[src/rtl/sfd_pkg.sv]
package sfd_pkg;
    localparam int LEN_W  = 7;
    localparam int DATA_W = 64;

    typedef logic [LEN_W-1:0]  len_t;
    typedef logic [DATA_W-1:0] word_t;

    typedef struct packed {
        word_t msb;
        word_t lsb;
    } field_val_t;

    function automatic len_t eff_len(input len_t raw);
        return (raw == '0) ? len_t'(1) : raw;
    endfunction
endpackage

[src/rtl/sfd_len_rom.sv]
module sfd_len_rom
    import sfd_pkg::*;
#(
    parameter int NUM_FIELDS = 4,
    parameter int IDX_W      = 2,
    parameter logic [NUM_FIELDS*LEN_W-1:0] LEN_TABLE = '0
) (
    input  logic [IDX_W-1:0] idx,
    output len_t             len
);
    len_t lens [NUM_FIELDS];

    for (genvar k = 0; k < NUM_FIELDS; k++) begin : g_ent
        assign lens[k] = eff_len(LEN_TABLE[k*LEN_W +: LEN_W]);
    end

    always_comb begin
        len = len_t'(1);
        for (int k = 0; k < NUM_FIELDS; k++)
            if (idx == IDX_W'(k)) len = lens[k];
    end
endmodule

[src/rtl/sfd_seq.sv]
module sfd_seq
    import sfd_pkg::*;
#(
    parameter int NUM_FIELDS = 4,
    parameter int IDX_W      = 2
) (
    input  logic             clk,
    input  logic             rst,
    input  logic             start,
    input  len_t             len,
    output logic [IDX_W-1:0] state_q,
    output len_t             cnt_q,
    output logic             last_bit,
    output logic             last_state
);
    assign last_state = (state_q == IDX_W'(NUM_FIELDS-1));
    assign last_bit   = start && (cnt_q == len - len_t'(1));

    always_ff @(posedge clk) begin
        if (rst || !start) begin
            state_q <= '0;
            cnt_q   <= '0;
        end else if (last_bit) begin
            cnt_q   <= '0;
            state_q <= last_state ? '0 : state_q + IDX_W'(1);
        end else begin
            cnt_q <= cnt_q + len_t'(1);
        end
    end

    assert_cnt_in_range_R3: assert property (@(posedge clk) disable iff (rst)
        cnt_q < len);
    assert_restart_R2: assert property (@(posedge clk) disable iff (rst)
        !start |=> (state_q == '0 && cnt_q == '0));
    assert_state_bound_R4: assert property (@(posedge clk) disable iff (rst)
        state_q <= IDX_W'(NUM_FIELDS-1));
endmodule

[src/rtl/sfd_shift.sv]
module sfd_shift
    import sfd_pkg::*;
(
    input  logic       clk,
    input  logic       rst,
    input  logic       start,
    input  logic       sdata,
    input  len_t       cnt,
    input  logic       last_bit,
    output field_val_t val_q
);
    word_t acc_msb, acc_lsb;
    word_t nxt_msb, nxt_lsb;

    always_comb begin
        nxt_msb = {acc_msb[DATA_W-2:0], sdata};
        nxt_lsb = acc_lsb | (word_t'(sdata) << cnt);
    end

    always_ff @(posedge clk) begin
        if (rst) begin
            acc_msb <= '0;
            acc_lsb <= '0;
            val_q   <= '0;
        end else if (!start) begin
            acc_msb <= '0;
            acc_lsb <= '0;
        end else if (last_bit) begin
            val_q.msb <= nxt_msb;
            val_q.lsb <= nxt_lsb;
            acc_msb   <= '0;
            acc_lsb   <= '0;
        end else begin
            acc_msb <= nxt_msb;
            acc_lsb <= nxt_lsb;
        end
    end

    assert_discard_R2: assert property (@(posedge clk) disable iff (rst)
        !start |=> (acc_msb == '0 && acc_lsb == '0));
endmodule

[src/rtl/field_splitter.sv]
module field_splitter
    import sfd_pkg::*;
#(
    parameter int NUM_FIELDS = 4,
    parameter logic [NUM_FIELDS*LEN_W-1:0] LEN_TABLE = {7'd8, 7'd0, 7'd64, 7'd1},
    localparam int IDX_W = (NUM_FIELDS > 1) ? $clog2(NUM_FIELDS) : 1
) (
    input  logic             clk,
    input  logic             rst,
    input  logic             start,
    input  logic             sdata,
    output logic             field_valid,
    output logic             frame_done,
    output logic [IDX_W-1:0] field_idx,
    output logic [63:0]      field_msb,
    output logic [63:0]      field_lsb
);
    logic [IDX_W-1:0] state_q;
    len_t             cnt_q, len;
    logic             last_bit, last_state;
    field_val_t       val_q;

    sfd_len_rom #(.NUM_FIELDS(NUM_FIELDS), .IDX_W(IDX_W), .LEN_TABLE(LEN_TABLE)) u_rom (
        .idx(state_q), .len(len)
    );

    sfd_seq #(.NUM_FIELDS(NUM_FIELDS), .IDX_W(IDX_W)) u_seq (
        .clk(clk), .rst(rst), .start(start), .len(len),
        .state_q(state_q), .cnt_q(cnt_q), .last_bit(last_bit), .last_state(last_state)
    );

    sfd_shift u_shift (
        .clk(clk), .rst(rst), .start(start), .sdata(sdata),
        .cnt(cnt_q), .last_bit(last_bit), .val_q(val_q)
    );

    always_ff @(posedge clk) begin
        if (rst) begin
            field_valid <= 1'b0;
            frame_done  <= 1'b0;
            field_idx   <= '0;
        end else begin
            field_valid <= last_bit;
            frame_done  <= last_bit && last_state;
            if (last_bit) field_idx <= state_q;
        end
    end

    assign field_msb = val_q.msb;
    assign field_lsb = val_q.lsb;

    function automatic len_t tbl_len(input logic [IDX_W-1:0] i);
        len_t r = len_t'(1);
        for (int k = 0; k < NUM_FIELDS; k++)
            if (i == IDX_W'(k)) r = eff_len(LEN_TABLE[k*LEN_W +: LEN_W]);
        return r;
    endfunction

    assert_done_last_R8: assert property (@(posedge clk) disable iff (rst)
        frame_done |-> (field_valid && field_idx == IDX_W'(NUM_FIELDS-1)));
    assert_no_valid_after_drop_R2: assert property (@(posedge clk) disable iff (rst)
        !start |=> !field_valid);
    assert_reverse_pop_R6: assert property (@(posedge clk) disable iff (rst)
        field_valid |-> ($countones(field_msb) == $countones(field_lsb)));
    assert_upper_zero_R7: assert property (@(posedge clk) disable iff (rst)
        field_valid |-> (((field_msb | field_lsb) >> tbl_len(field_idx)) == '0));
endmodule

[config.mk]
export PLATFORM = sky130hd
export DESIGN_NAME = field_splitter
export DESIGN_NICKNAME = d
export VERILOG_FILES = /design/src/rtl/sfd_pkg.sv /design/src/rtl/sfd_len_rom.sv /design/src/rtl/sfd_seq.sv /design/src/rtl/sfd_shift.sv /design/src/rtl/field_splitter.sv
export SDC_FILE = /design/constraint.sdc
export NUM_CORES = 1
export LEC_CHECK = 0
export BUFFER_PORTS_ARGS = -buffer_cell sky130_fd_sc_hd__buf_4
export CORE_MARGIN = 5
export CORE_UTILIZATION = 32
export DETAILED_ROUTE_END_ITERATION = 10
export PLACE_DENSITY = 0.58
export SKIP_CTS_REPAIR_TIMING = 1
export SYNTH_ARGS = -nofsm -noshare
export SYNTH_HDL_FRONTEND = slang
export SYNTH_SLANG_ARGS = --single-unit
[constraint.sdc]
create_clock -name clk -period 4.8 [get_ports clk]
set_input_delay 0.48 -clock clk [delete_from_list [all_inputs] [get_ports clk]]
set_output_delay 0.48 -clock clk [all_outputs]
set_load 0.02 [all_outputs]
==> out/qor.csv <==
metric;value;unit
GR Util All Layers;14.1;%
IO buf count;135;
final setup vio count;0;
Sw Pwr;1450;µW
1st-pass router iterations;5;
CTS Buf Count;28;
met2 Use GR;22.0;%
max-slew violation count;0;
global route hottest layer;met2;
initial antenna violation count;0;
total number of vias;7054;
leakage;0.00417;µW
GRT met1 Usage;20.2;%
sequential area share after synthesis;58.2;%
number of global-route vias before repair;6928;
crit path kind;flip-flop to flip-flop;
Wirelength per Cell;16.5;µm
Clock Latency Late Sink;0.54;ns
Netlist cell types;38;
initial detailed-routing violation count;507;
Ports;136;
fin area;11300;µm²
startpoint types;flip-flop;
Max H-tree Level;1;
skew final;0.0205;ns
instance count of the mapped netlist;952;
Die Area;32300;µm²
Max Clock Freq;0.322;GHz
pwr dens;477;nW/µm²
CP arrival;3.53;ns
Max FO, Critical Path;63;
met3 Track Usage GR;2.65;%
Final Hold Fails;0;
register bit total from synthesis;268;
Tightest Pin Transition;1.30;ns
Clk pwr share;42.7;%
Yosys warnings;0;
internal power;3940;µW
GRT overflow;0;
Synth Net Count;960;
CTS tree;built;
Placed Instance Area;10300;µm²
Core Box Area;28500;µm²
first-pass GRT wire length;38700;µm
dominant synthesized flop cell;dfxtp_1;
Worst setup EP type;flip-flop;
number of diodes;0;
die width;180;µm
Die Ht;180;µm
CTS clock-pin slew for the worst setup and hold paths;0.06;ns
final net count;1048;
VDD IR-drop max;266;µV
largest net degree at the start of global routing;108;
number of synthesized flops with an enable pin;0;
CTS Root Cell;clkbuf_16;
Setup TNS Final;0;ns
Sink Count;268;
max_slew headroom;12.8;%
RD Place Congestion;0.780;
RSZ-0062 raised after global routing;no;
worst min path class;input pin to flip-flop;
DRC violation count after routing;0;
status;finished clean;
fraction of layout cells with a size suffix above 1;20.7;%
Post-Syn Area per Cell;9.68;µm²
routed wire length;23900;µm
sequential power share;44.0;%
HPWL Detailed;14800;µm
Routed Antenna Nets;0;
max-cap check violation count;0;
Sw Share;26.9;%
# rows;62;
Post-Syn Area;9220;µm²
Critical Path RT;5.22;ns
maximum clock path buffer count;3;
Initial Util;32.3;%
via-per-instance ratio;4.88;
fillers;2938;
Final min period;3.11;ns
fraction of registers with async set/reset;0;%
combinational power share;13.3;%
Period Utilization, post-route;64.7;%
P&R area growth vs syn;22.6;%
==> stage by stage <==
step	cells	setup WS [ns]	util (%)	total power (µW)	hold WS, ns
final	1446	1.69	39.6	5390	0.208
after global routing	1446	1.37	39.6	5610	0.226
after CTS	1446	1.68	39.6	5460	0.194
after detailed placement	1394	1.72	36.1	3150	0.440
after global placement	1394	1.79	36.1	3140	0.433
after floorplan	952	2.81	-	2920	0.424
==> cell type report <==
class	count	area, µm²	area share [%]
flip-flops and latches	268	5370	47.5
multi-input cells	591	3340	29.6
repair buffers	149	1120	9.90
clock buffers	38	768	6.80
well taps	384	480	4.25
clock inverters	14	221	1.96
inverters	2	7.51	0.0664
==> synth_stat cells, types with 3 or more instances <==
cell type | count | share of area [%]
a211oi_1 | 55 | 4.5
a211oi_2 | 10 | 1.4
a21oi_1 | 196 | 11
and2_1 | 68 | 4.6
buf_2 | 33 | 1.8
buf_4 | 5 | 0.41
buf_6 | 18 | 2.2
clkbuf_1 | 35 | 1.4
dfxtp_1 | 268 | 58
ha_1 | 4 | 0.54
nand2_1 | 4 | 0.16
nand3_1 | 66 | 3.6
nor2_1 | 79 | 3.2
nor2_2 | 5 | 0.34
nor3_1 | 4 | 0.22
nor3b_1 | 3 | 0.24
nor4_1 | 3 | 0.20
o21ai_0 | 65 | 3.5
or3b_2 | 3 | 0.29
xnor2_1 | 3 | 0.29
xor2_1 | 3 | 0.29
==> cells in the final DEF, fill, tap and decap left out, drive strengths merged <==
master,synthesis,final
and4,1,1
nor4,3,3
o22ai,1,1
nand3b,1,1
nor2,84,84
dfxtp,268,268
and3b,1,1
xnor3,1,1
xnor2,3,3
ha,4,4
and2,69,69
clkinvlp,0,2
a21oi,197,197
nand3,66,66
o22a,1,1
nor3,4,4
nand2,4,4
nand4,3,3
clkinv,0,5
inv,2,4
nand2b,2,2
a211oi,65,65
or4,1,1
a21o,1,1
xor2,3,3
nor3b,3,3
o21ai,67,67
and3,2,2
buf,56,149
clkbuf,35,38
or3b,4,4
bufinv,0,5
==> metal layers <==
layer | share of wire (%) | wire length, µm | up-vias
li1 | - | - | 3501
met1 | 48 | 11600 | 3346
met2 | 44 | 10500 | 164
met3 | 4.8 | 1140 | 43
met4 | 2.9 | 691 | 0
met5 | 0 | 0 | -
==> power by group through the flow <==
stage	Sequential [µW]	Combinational, µW	Clock, µW
after global routing	2380	782	2450
after detailed placement	2420	727	0
final	2370	715	2300
after floorplan	2510	414	0
after global placement	2420	718	0
after CTS	2370	728	2360
==> worst max-delay path, stage by stage (launching register included) <==
cell,delay (ns)
dfxtp_1,0.36
ha_1,0.27
nor4_1,0.61
o22a_4,0.55
buf_4,0.51
a21oi_4,0.10
buf_4,0.28
and2_1,0.23
==> path summary, 6_finish.rpt <==
path / to / start / slack (ns) / cells past startpoint
max: u_shift.acc_msb[43] / u_seq.state_q[0] / 1.69 / 7
min: u_shift.acc_msb[0] / sdata / 0.21 / 2
max reg2reg: u_shift.acc_msb[43] / u_seq.state_q[0] / 1.69 / 7
min reg2reg: u_shift.acc_msb[5] / u_shift.acc_msb[4] / 0.45 / 1
==> flip-flops by register name (all words and copies together), names as in the netlist <==
| register | cells |
|---|---|
| u_shift.val_q | 128 |
| field_idx | 2 |
| u_shift.acc_msb | 63 |
| frame_done | 1 |
| u_seq.state_q | 2 |
| field_valid | 1 |
| u_seq.cnt_q | 7 |
| u_shift.acc_lsb | 64 |
==> cell families after synthesis <==
group,Yosys count,synth area share (%)
buffers and inverters,93,5.90
AOI/OAI and AO/OA,332,20.6
xor gates and xnor gates,7,0.814
DFF,268,58.2
adders and majority gates,4,0.543
and+or+nand+nor,248,14.0
Power figures use the tool's default switching activity.
